$ cat src/rtl/uopseq_pkg.sv
package uopseq_pkg;
  typedef enum logic [1:0] {
    SQ_IDLE  = 2'd0,
    SQ_GEN   = 2'd1,
    SQ_DRAIN = 2'd2
  } seq_state_e;
endpackage

$ cat src/rtl/uop_loop_nest.sv
module uop_loop_nest #(
  parameter int UOP_AW = 13,
  parameter int ITER_W = 14
) (
  input  logic              clk,
  input  logic              rst,
  input  logic              launch,
  input  logic [UOP_AW-1:0] bgn,
  input  logic [UOP_AW:0]   fin,
  input  logic [ITER_W-1:0] n_in,
  input  logic [ITER_W-1:0] n_out,
  input  logic              issue,
  output logic [UOP_AW-1:0] rd_addr,
  output logic              running,
  output logic              step_in,
  output logic              step_out,
  output logic              last_issue
);
  localparam logic [UOP_AW:0]   K_ONE = {{UOP_AW{1'b0}}, 1'b1};
  localparam logic [ITER_W-1:0] I_ONE = {{(ITER_W-1){1'b0}}, 1'b1};

  logic [UOP_AW:0]   k_q, end_q, bgn_q;
  logic [ITER_W-1:0] inner_q, outer_q, nin_q, nout_q;
  logic              run_q;
  logic              k_last, in_last, out_last;

  assign k_last   = (k_q + K_ONE) == end_q;
  assign in_last  = inner_q == (nin_q - I_ONE);
  assign out_last = outer_q == (nout_q - I_ONE);

  assign step_in    = issue && k_last && !in_last;
  assign step_out   = issue && k_last && in_last && !out_last;
  assign last_issue = issue && k_last && in_last && out_last;
  assign rd_addr    = k_q[UOP_AW-1:0];
  assign running    = run_q;

  always_ff @(posedge clk) begin
    if (rst) begin
      k_q     <= '0;
      bgn_q   <= '0;
      end_q   <= '0;
      nin_q   <= '0;
      nout_q  <= '0;
      inner_q <= '0;
      outer_q <= '0;
      run_q   <= 1'b0;
    end else if (launch) begin
      k_q     <= {1'b0, bgn};
      bgn_q   <= {1'b0, bgn};
      end_q   <= fin;
      nin_q   <= n_in;
      nout_q  <= n_out;
      inner_q <= '0;
      outer_q <= '0;
      run_q   <= 1'b1;
    end else if (issue) begin
      if (k_last) begin
        k_q <= bgn_q;
        if (in_last) begin
          inner_q <= '0;
          if (out_last) run_q <= 1'b0;
          else          outer_q <= outer_q + I_ONE;
        end else begin
          inner_q <= inner_q + I_ONE;
        end
      end else begin
        k_q <= k_q + K_ONE;
      end
    end
  end

  // the read pointer never leaves the latched window
  p_addr_window_r1: assert property (@(posedge clk) disable iff (rst)
    run_q |-> (k_q >= bgn_q) && (k_q < end_q));

  // loop counters stay below their latched trip counts
  p_counter_bound_r2: assert property (@(posedge clk) disable iff (rst)
    run_q |-> (inner_q < nin_q) && (outer_q < nout_q));
endmodule

$ cat src/rtl/affine_lane.sv
module affine_lane #(
  parameter int W = 11
) (
  input  logic         clk,
  input  logic         rst,
  input  logic         launch,
  input  logic [W-1:0] f_in,
  input  logic [W-1:0] f_out,
  input  logic         step_in,
  input  logic         step_out,
  input  logic         capture,
  input  logic         load,
  input  logic [W-1:0] base,
  output logic [W-1:0] idx
);
  logic [W-1:0] fin_q, fout_q, off_in_q, off_out_q, sum_q, idx_q;

  assign idx = idx_q;

  always_ff @(posedge clk) begin
    if (rst) begin
      fin_q     <= '0;
      fout_q    <= '0;
      off_in_q  <= '0;
      off_out_q <= '0;
    end else if (launch) begin
      fin_q     <= f_in;
      fout_q    <= f_out;
      off_in_q  <= '0;
      off_out_q <= '0;
    end else if (step_out) begin
      off_in_q  <= '0;
      off_out_q <= off_out_q + fout_q;
    end else if (step_in) begin
      off_in_q  <= off_in_q + fin_q;
    end
  end

  always_ff @(posedge clk) begin
    if (rst) begin
      sum_q <= '0;
      idx_q <= '0;
    end else begin
      if (capture) sum_q <= off_out_q + off_in_q;
      if (load)    idx_q <= base + sum_q;
    end
  end
endmodule

$ cat src/rtl/gemm_uop_sequencer.sv
module gemm_uop_sequencer
  import uopseq_pkg::*;
#(
  parameter int ACC_AW = 11,
  parameter int INP_AW = 11,
  parameter int WGT_AW = 10,
  parameter int UOP_AW = 13,
  parameter int ITER_W = 14
) (
  input  logic                             clk,
  input  logic                             rst,
  input  logic                             start,
  input  logic [UOP_AW-1:0]                uop_bgn,
  input  logic [UOP_AW:0]                  uop_end,
  input  logic [ITER_W-1:0]                iter_out,
  input  logic [ITER_W-1:0]                iter_in,
  input  logic [ACC_AW-1:0]                acc_f_out,
  input  logic [ACC_AW-1:0]                acc_f_in,
  input  logic [INP_AW-1:0]                inp_f_out,
  input  logic [INP_AW-1:0]                inp_f_in,
  input  logic [WGT_AW-1:0]                wgt_f_out,
  input  logic [WGT_AW-1:0]                wgt_f_in,
  input  logic                             clear_acc,
  output logic                             uop_rd_en,
  output logic [UOP_AW-1:0]                uop_rd_addr,
  input  logic [ACC_AW+INP_AW+WGT_AW-1:0]  uop_rd_data,
  output logic                             op_valid,
  input  logic                             op_ready,
  output logic [ACC_AW-1:0]                op_acc_idx,
  output logic [INP_AW-1:0]                op_inp_idx,
  output logic [WGT_AW-1:0]                op_wgt_idx,
  output logic                             op_clear,
  output logic                             done
);
  localparam int INP_LSB = ACC_AW;
  localparam int WGT_LSB = ACC_AW + INP_AW;

  seq_state_e state_q;
  logic pend_q, valid_q, clear_q, clr_lat_q, done_q;
  logic empty, accept, launch, out_free, take, issue;
  logic running, step_in, step_out, last_issue;

  assign empty    = ({1'b0, uop_bgn} >= uop_end) || (iter_in == '0) || (iter_out == '0);
  assign accept   = start && (state_q == SQ_IDLE);
  assign launch   = accept && !empty;
  assign out_free = !valid_q || op_ready;
  assign take     = pend_q && out_free;
  assign issue    = running && (!pend_q || take);

  assign uop_rd_en = issue;
  assign op_valid  = valid_q;
  assign op_clear  = clear_q;
  assign done      = done_q;

  uop_loop_nest #(.UOP_AW(UOP_AW), .ITER_W(ITER_W)) u_nest (
    .clk(clk), .rst(rst), .launch(launch),
    .bgn(uop_bgn), .fin(uop_end), .n_in(iter_in), .n_out(iter_out),
    .issue(issue), .rd_addr(uop_rd_addr), .running(running),
    .step_in(step_in), .step_out(step_out), .last_issue(last_issue)
  );

  affine_lane #(.W(ACC_AW)) u_acc_lane (
    .clk(clk), .rst(rst), .launch(launch), .f_in(acc_f_in), .f_out(acc_f_out),
    .step_in(step_in), .step_out(step_out), .capture(issue), .load(take),
    .base(uop_rd_data[ACC_AW-1:0]), .idx(op_acc_idx)
  );

  affine_lane #(.W(INP_AW)) u_inp_lane (
    .clk(clk), .rst(rst), .launch(launch), .f_in(inp_f_in), .f_out(inp_f_out),
    .step_in(step_in), .step_out(step_out), .capture(issue), .load(take),
    .base(uop_rd_data[INP_LSB +: INP_AW]), .idx(op_inp_idx)
  );

  affine_lane #(.W(WGT_AW)) u_wgt_lane (
    .clk(clk), .rst(rst), .launch(launch), .f_in(wgt_f_in), .f_out(wgt_f_out),
    .step_in(step_in), .step_out(step_out), .capture(issue), .load(take),
    .base(uop_rd_data[WGT_LSB +: WGT_AW]), .idx(op_wgt_idx)
  );

  always_ff @(posedge clk) begin
    if (rst) begin
      state_q   <= SQ_IDLE;
      pend_q    <= 1'b0;
      valid_q   <= 1'b0;
      clear_q   <= 1'b0;
      clr_lat_q <= 1'b0;
      done_q    <= 1'b0;
    end else begin
      done_q <= 1'b0;
      if (launch) clr_lat_q <= clear_acc;
      if (issue)     pend_q <= 1'b1;
      else if (take) pend_q <= 1'b0;
      if (take) begin
        valid_q <= 1'b1;
        clear_q <= clr_lat_q;
      end else if (op_ready) begin
        valid_q <= 1'b0;
      end
      case (state_q)
        SQ_IDLE: begin
          if (launch) state_q <= SQ_GEN;
          if (accept && empty) done_q <= 1'b1;
        end
        SQ_GEN: if (last_issue) state_q <= SQ_DRAIN;
        SQ_DRAIN: begin
          if (!pend_q && out_free) begin
            state_q <= SQ_IDLE;
            done_q  <= 1'b1;
          end
        end
        default: state_q <= SQ_IDLE;
      endcase
    end
  end

  // a stalled triple holds its value
  p_hold_r7: assert property (@(posedge clk) disable iff (rst)
    (op_valid && !op_ready) |=> (op_valid && $stable(op_acc_idx) &&
      $stable(op_inp_idx) && $stable(op_wgt_idx) && $stable(op_clear)));

  // a fetched word waiting for a stalled slot is never overwritten by a new read
  p_no_overrun_r1: assert property (@(posedge clk) disable iff (rst)
    (pend_q && !out_free) |-> !uop_rd_en);

  // done lasts one cycle
  p_done_pulse_r9: assert property (@(posedge clk) disable iff (rst)
    done |=> !done);

  // no memory traffic while idle
  p_idle_quiet_r6: assert property (@(posedge clk) disable iff (rst)
    (state_q == SQ_IDLE) |-> !uop_rd_en);
endmodule

$ cat config.mk
export PLATFORM = sky130hd
export DESIGN_NAME = gemm_uop_sequencer
export DESIGN_NICKNAME = d
export VERILOG_FILES = /design/src/rtl/uopseq_pkg.sv /design/src/rtl/uop_loop_nest.sv /design/src/rtl/affine_lane.sv /design/src/rtl/gemm_uop_sequencer.sv
export SDC_FILE = /design/constraint.sdc
export NUM_CORES = 1
export LEC_CHECK = 0
export CORE_UTILIZATION = 33
export CTS_BUF_LIST = sky130_fd_sc_hd__clkbuf_4
export CTS_CLUSTER_SIZE = 20
export DETAILED_ROUTE_END_ITERATION = 10
export SLEW_MARGIN = 10
export SYNTH_ARGS = -nofsm -noshare
export SYNTH_HDL_FRONTEND = slang
export SYNTH_HIERARCHICAL = 1
export SYNTH_SLANG_ARGS = --single-unit
$ cat constraint.sdc
create_clock -name clk -period 6.2 [get_ports clk]
set_input_delay 1.55 -clock clk [delete_from_list [all_inputs] [get_ports clk]]
set_output_delay 1.55 -clock clk [all_outputs]
set_load 0.02 [all_outputs]
---- Word-level counts from Yosys, hierarchy flattened ----
Cells that the tools add are included.
W data, S select, Z words.
word-level totals
  register bits ........................... 297
  latch bits .............................. 0
  bits in writable memories ............... 0
  bits in read-only memories .............. 0
  input port bits ......................... 156
  output and inout bits ................... 49
  memories ................................ 0
operators by class
  add/subtract/negate cells ............... 17
  $mul .................................... 0
  divide/modulo/power cells ............... 0
  magnitude comparators ................... 1
  equal/unequal tests ..................... 8
  shifts and indexed selects .............. 0
  muxes and demuxes ....................... 20
  bitwise logic cells ..................... 1
  reduce and logical (&&, ||, !) cells .... 35
operators by type and width
  kind                     count
  $add A11 B11 Y11         8
  $add A14 B1 Y14 const B  3
  $eq A14 B14 Y1           3
  $add A10 B10 Y10         4
  $logic_not A14 Y1        2
  $mux W14                 2
  $sub A14 B1 Y14 const B  2
  $mux W13                 2
  $ge A13 B14 Y1           1
  $reduce_bool A2 Y1       6
  $logic_and A1 B1 Y1      11
  $mux W1                  11
  $reduce_and A4 Y1        2
  $mux W2                  3
  $ne A2 B2 Y1 const B     3
  $pmux W2 S3              1
  $logic_not A1 Y1         5
  $logic_or A1 B1 Y1       4
  $reduce_and A3 Y1        1
  $reduce_or A3 Y1         1
  $eq A2 B1 Y1 const B     1
  $eq A2 B2 Y1 const B     1
  $logic_not A2 Y1         1
  $pmux W1 S2              1
  3 further kinds          3

---- Longest topological paths before layout ----
  depth in word-level cells ............... 10
  gate-level depth with buffers ........... 19

---- By module ----
Netlist, hierarchy kept.
modules (own cells, without submodules)
  module                    instances  cells each  area each (µm²)  seq. area each (µm²)
  uop_loop_nest             1          720         5935.7           1961.9
  affine_lane (u_acc_lane)  1          466         4117.7           1321.3
  affine_lane (u_inp_lane)  1          466         4085.2           1321.3
  affine_lane (u_wgt_lane)  1          453         3893.7           1201.2
  gemm_uop_sequencer        1          91          704.4            140.1

---- Worst setup path after synthesis ----
OpenSTA, ideal clock, no wires.
  path type ............................... input-to-reg
  start ................................... in op_ready
  end ..................................... reg u_wgt_lane.off_out_q[5]
  library setup time ...................... 0.122 ns
  data arrival time ....................... 5.327 ns
  slack ................................... 0.751 ns
  stages on the path ...................... 13
  cells stage by stage .................... nor2b_1 a21boi_0 clkbuf_1 inv_1 nor4_4 nand4_4 buf_6 clkbuf_1 inv_1 clkbuf_1 inv_1 clkbuf_1 a311o_1
on the way
  word-level cells in the longest chain between the ends .. 7
RTL lines
  what                               RTL line                  source
  from (decl)                        gemm_uop_sequencer.sv:28  input logic op_ready,
  $logic_or A1 B1 Y1                 gemm_uop_sequencer.sv:46  assign out_free = !valid_q || op_ready;
  $logic_and A1 B1 Y1                gemm_uop_sequencer.sv:47  assign take = pend_q && out_free;
  $logic_or A1 B1 Y1                 gemm_uop_sequencer.sv:48  assign issue = running && (!pend_q || take);
  $logic_and A1 B1 Y1                gemm_uop_sequencer.sv:48
  via uop_rd_en                      gemm_uop_sequencer.sv:24  output logic uop_rd_en,
  $logic_and A1 B1 Y1 (3 in series)  uop_loop_nest.sv:32       assign step_out = issue && k_last && in_last && !out_last;
  via step_out                       gemm_uop_sequencer.sv:41  logic running, step_in, step_out, last_issue;
  to (signal assigned)               affine_lane.sv:33         off_out_q <= off_out_q + fout_q;
  to (decl)                          affine_lane.sv:16         logic [W-1:0] fin_q, fout_q, off_in_q, off_out_q, sum_q, idx_q;
The timed path passes the listed nets, and every way through them passes these cells.
A chain may end at the register's enable or synchronous reset.

---- Final worst setup path ----
  start ................................... reg u_nest.k_q[0]
  end ..................................... reg u_wgt_lane.off_out_q[7]
on the way
  word-level cells in the longest chain between the ends .. 5
RTL lines
  what                               RTL line                  source
  from (decl)                        uop_loop_nest.sv:22       logic [UOP_AW:0] k_q, end_q, bgn_q;
  from (signal assigned)             uop_loop_nest.sv:48       k_q <= {1'b0, bgn};
  from (signal assigned)             uop_loop_nest.sv:58       k_q <= bgn_q;
  from (signal assigned)             uop_loop_nest.sv:67       k_q <= k_q + K_ONE;
  $add A14 B1 Y14                    uop_loop_nest.sv:27       assign k_last = (k_q + K_ONE) == end_q;
  $eq A14 B14 Y1                     uop_loop_nest.sv:27
  $logic_and A1 B1 Y1 (3 in series)  uop_loop_nest.sv:32
  via step_out                       gemm_uop_sequencer.sv:41
The timed path passes the listed nets, and every way through them passes these cells.

==> metrics.cfg <==
[routing]
drt_first_pass_iters=5
drc=0
viasPerCell=5.27
vias=16922
antenna_left=0
wl_mm=52.8
drtIter0Drc=954
wire_per_inst_um=16.5

[place]
place_inst=3045
place.gp.congestion=0.874
dp_hpwl_mm=38.9
portBuffers=204

[pwr]
total_leakage_power_nw=8.85
ir_drop_mv=0.123
powerDensity_nw_per_um2=215

[die]
rows=86
die_h_um=240
core_area_um2=55600
die_area_um2=57700
ios=205
initial_core_util_pct=33.7
die_x_um=240

[min_path]
hold_end=u_nest/bgn_q[5]
hold_depth=2
hold_class=reg2reg
holdCritStartpoint=u_nest/bgn_q[5]

[layout]
final_cell_mix=dfxtp_1 (297), nor2_1 (280), clkdlybuf4s50_1 (203)
fillCellCount=5640
syn_to_final_growth_pct=19.8
final_cell_count_no_fill=3209
nets=2692
drive_above_1_share_pct=8.18
layout_commonest_cell=dfxtp_1

[yosys]
syn-num-nets=2498
synth.cell_area_um2=18700
ys_seq_area_share_pct=31.7
ys.flop_type=dfxtp_1
postSynthCellCount=2196
synth-seq-cells=297
yosys_warnings=6
synth_edf_count=0
synth_cell_types=98
syn_avg_cell_area_um2=8.53
synth-async-reset-ratio_pct=0

[cts]
htreeDepth=3
cts_num_sinks=297
postCtsHoldBufs=0
cts_setup_buffers=0
cts-buffers-inserted=91
clock_latency_ns=0.85
cts_tree=yes
cts_root_buf=clkbuf_4
clockBufferDepth=3
cts.repair.resized=0
clk_pin_slew_ns=0.06

[grt]
grt_pass1_vias=16382
grt_usage_pct=18.2
grt_first_pass_wirelength_mm=84.0
grt_max_degree=98
overflow=0
antenna_found_initial=3

[timing]
finalCritPeriodShare_pct=79.8
worst_pin_slew_ns=0.864
worst_slew_margin_rel_pct=42.4
finClkSkew_ns=0.0631
fin_crit_ns=4.95
drv_slew=0
setup_violations=0
rsz0062_at_grt=no
hold_viol_final=0
setup_tns_ns=0
fmax_ghz=0.202

[worst_setup_path]
critPathLaunchType=flip-flop
worst-setup-path-type=reg2reg
cp.required_ns=6.91
arrival_ns=5.66
r2r_slack_ns=1.25
end_kind=flip-flop
r2r_end=u_wgt_lane/off_out_q[7]
reg2reg_depth=11
cp_max_fo=36
crit_start=u_nest/k_q[0]
regToRegStartpoint=u_nest/k_q[0]

[status]
outcome=finished, final reports clean

[run]
drv_cap=0

[cells in the mapped netlist, drive strengths merged, types with 7 or more instances]
master / instances / area share, %
dfxtp: 297 / 32
nor2: 281 / 5.6
mux2i: 173 / 9.2
ha: 134 / 8.9
a21oi: 128 / 3.4
nand2: 119 / 2.4
inv: 93 / 1.9
nand3: 92 / 2.5
o21ai: 68 / 1.8
clkbuf: 65 / 1.3
xnor2: 62 / 3.0
buf: 49 / 1.6
xor2: 42 / 2.0
nor3: 39 / 1.1
a211oi: 38 / 1.5
or3: 37 / 1.3
a21o: 33 / 1.3
nor2b: 31 / 1.0
nor4: 27 / 1.2
a31oi: 25 / 0.83
nand4: 24 / 0.88
and3: 23 / 0.77
o21a: 23 / 0.92
nand2b: 22 / 0.73
o31ai: 18 / 0.72
nand3b: 17 / 0.68
or4: 17 / 0.72
o211ai: 16 / 0.64
nand4b: 13 / 0.61
o22ai: 13 / 0.47
fa: 12 / 1.3
and2: 11 / 0.37
nor3b: 10 / 0.40
o311ai: 9 / 0.42
a21boi: 8 / 0.32
a221oi: 8 / 0.37
or2: 8 / 0.27
a22o: 7 / 0.33
nor4b: 7 / 0.44
o221ai: 7 / 0.33
o31a: 7 / 0.33
o41ai: 7 / 0.49
[stage by stage]
step	setup slack [ns]	utilization [%]	power (mW)	cell area (um^2)	hold slack (ns)
final	1.25	40.3	4.83	22400	0.469
after floorplan	0.751	-	2.64	18700	0.445
after CTS	1.26	40.3	4.93	22400	0.469
after detailed placement	0.666	38.3	2.93	21300	0.455
after global routing	0.884	40.3	5.12	22400	0.486
after global placement	0.762	38.3	2.91	21300	0.450
[logic make-up (layout without fill, tap and decap cells)]
group / count (synthesis) / count (layout) / share of synthesized area (%)
flip-flops: 297 / 297 / 31.7
buffers and inverters: 211 / 471 / 4.87
AO/OA/AOI/OAI: 472 / 472 / 17.2
multiplexers: 175 / 175 / 9.36
other: 0 / 5 / 0
adder cells (fa/ha/maj): 146 / 146 / 10.2
XOR/XNOR: 104 / 104 / 4.96
AND/OR/NAND/NOR: 791 / 791 / 21.7
[routing by layer]
layer  share of wire (%)  track usage (%)  vias to the layer above
met2                  45             29.8                      431
met3                 5.1             3.93                      123
met4                 2.8             6.79                        0
met5                   0                0                        -
met1                  47             23.2                     7935
li1                    -                -                     8433
[state kept, by name (all words and copies together) (netlist names), 13 cells and up]
name,count
u_nest/bgn_q,13
u_nest/inner_q,14
u_nest/end_q,14
u_nest/nout_q,14
u_nest/outer_q,14
u_nest/nin_q,14
u_nest/k_q,14
[worst max-delay path, cell delays in order (launching register included)]
cell and delay, ns:
dfxtp_1 0.58, ha_1 0.45, nand3_1 0.24, nor4_4 0.40, o32ai_1 0.15, or3_4 0.39, nor4_4 0.40, nand4_4 0.39
inv_2 0.73, inv_1 0.46, or3_1 0.46, o211ai_1 0.15
[report_power, final]
part | switching (mW) | internal, mW | leakage (nW)
registers | 0.0974 | 1.99 | 2.42
logic | 0.430 | 0.373 | 5.77
clock network | 0.917 | 1.02 | 0.670
total | 1.44 | 3.39 | 8.85
[worst max path at each step]
stage                              endpoint  slack, ns  cells after the start
floorplan           u_wgt_lane/off_out_q[5]       0.75                     13
global placement    u_wgt_lane/off_out_q[7]       0.76                     10
detailed placement  u_wgt_lane/off_out_q[7]       0.67                     10
CTS                               uop_rd_en       1.26                      4
global route        u_wgt_lane/off_out_q[7]       0.88                     11
finish              u_wgt_lane/off_out_q[7]       1.25                     11
[final cells by class]
type                    instances  area [um^2]  area share (%)
multi-input cells            1688        11900            53.0
flip-flops and latches        297         5950            26.5
repair buffers                216         2150            9.56
clock buffers                 127          953            4.25
well taps                     748          936            4.17
inverters                      96          365            1.63
clock inverters                32          181           0.808
diodes                          5         12.5          0.0557
Power figures use the tool's default switching activity.
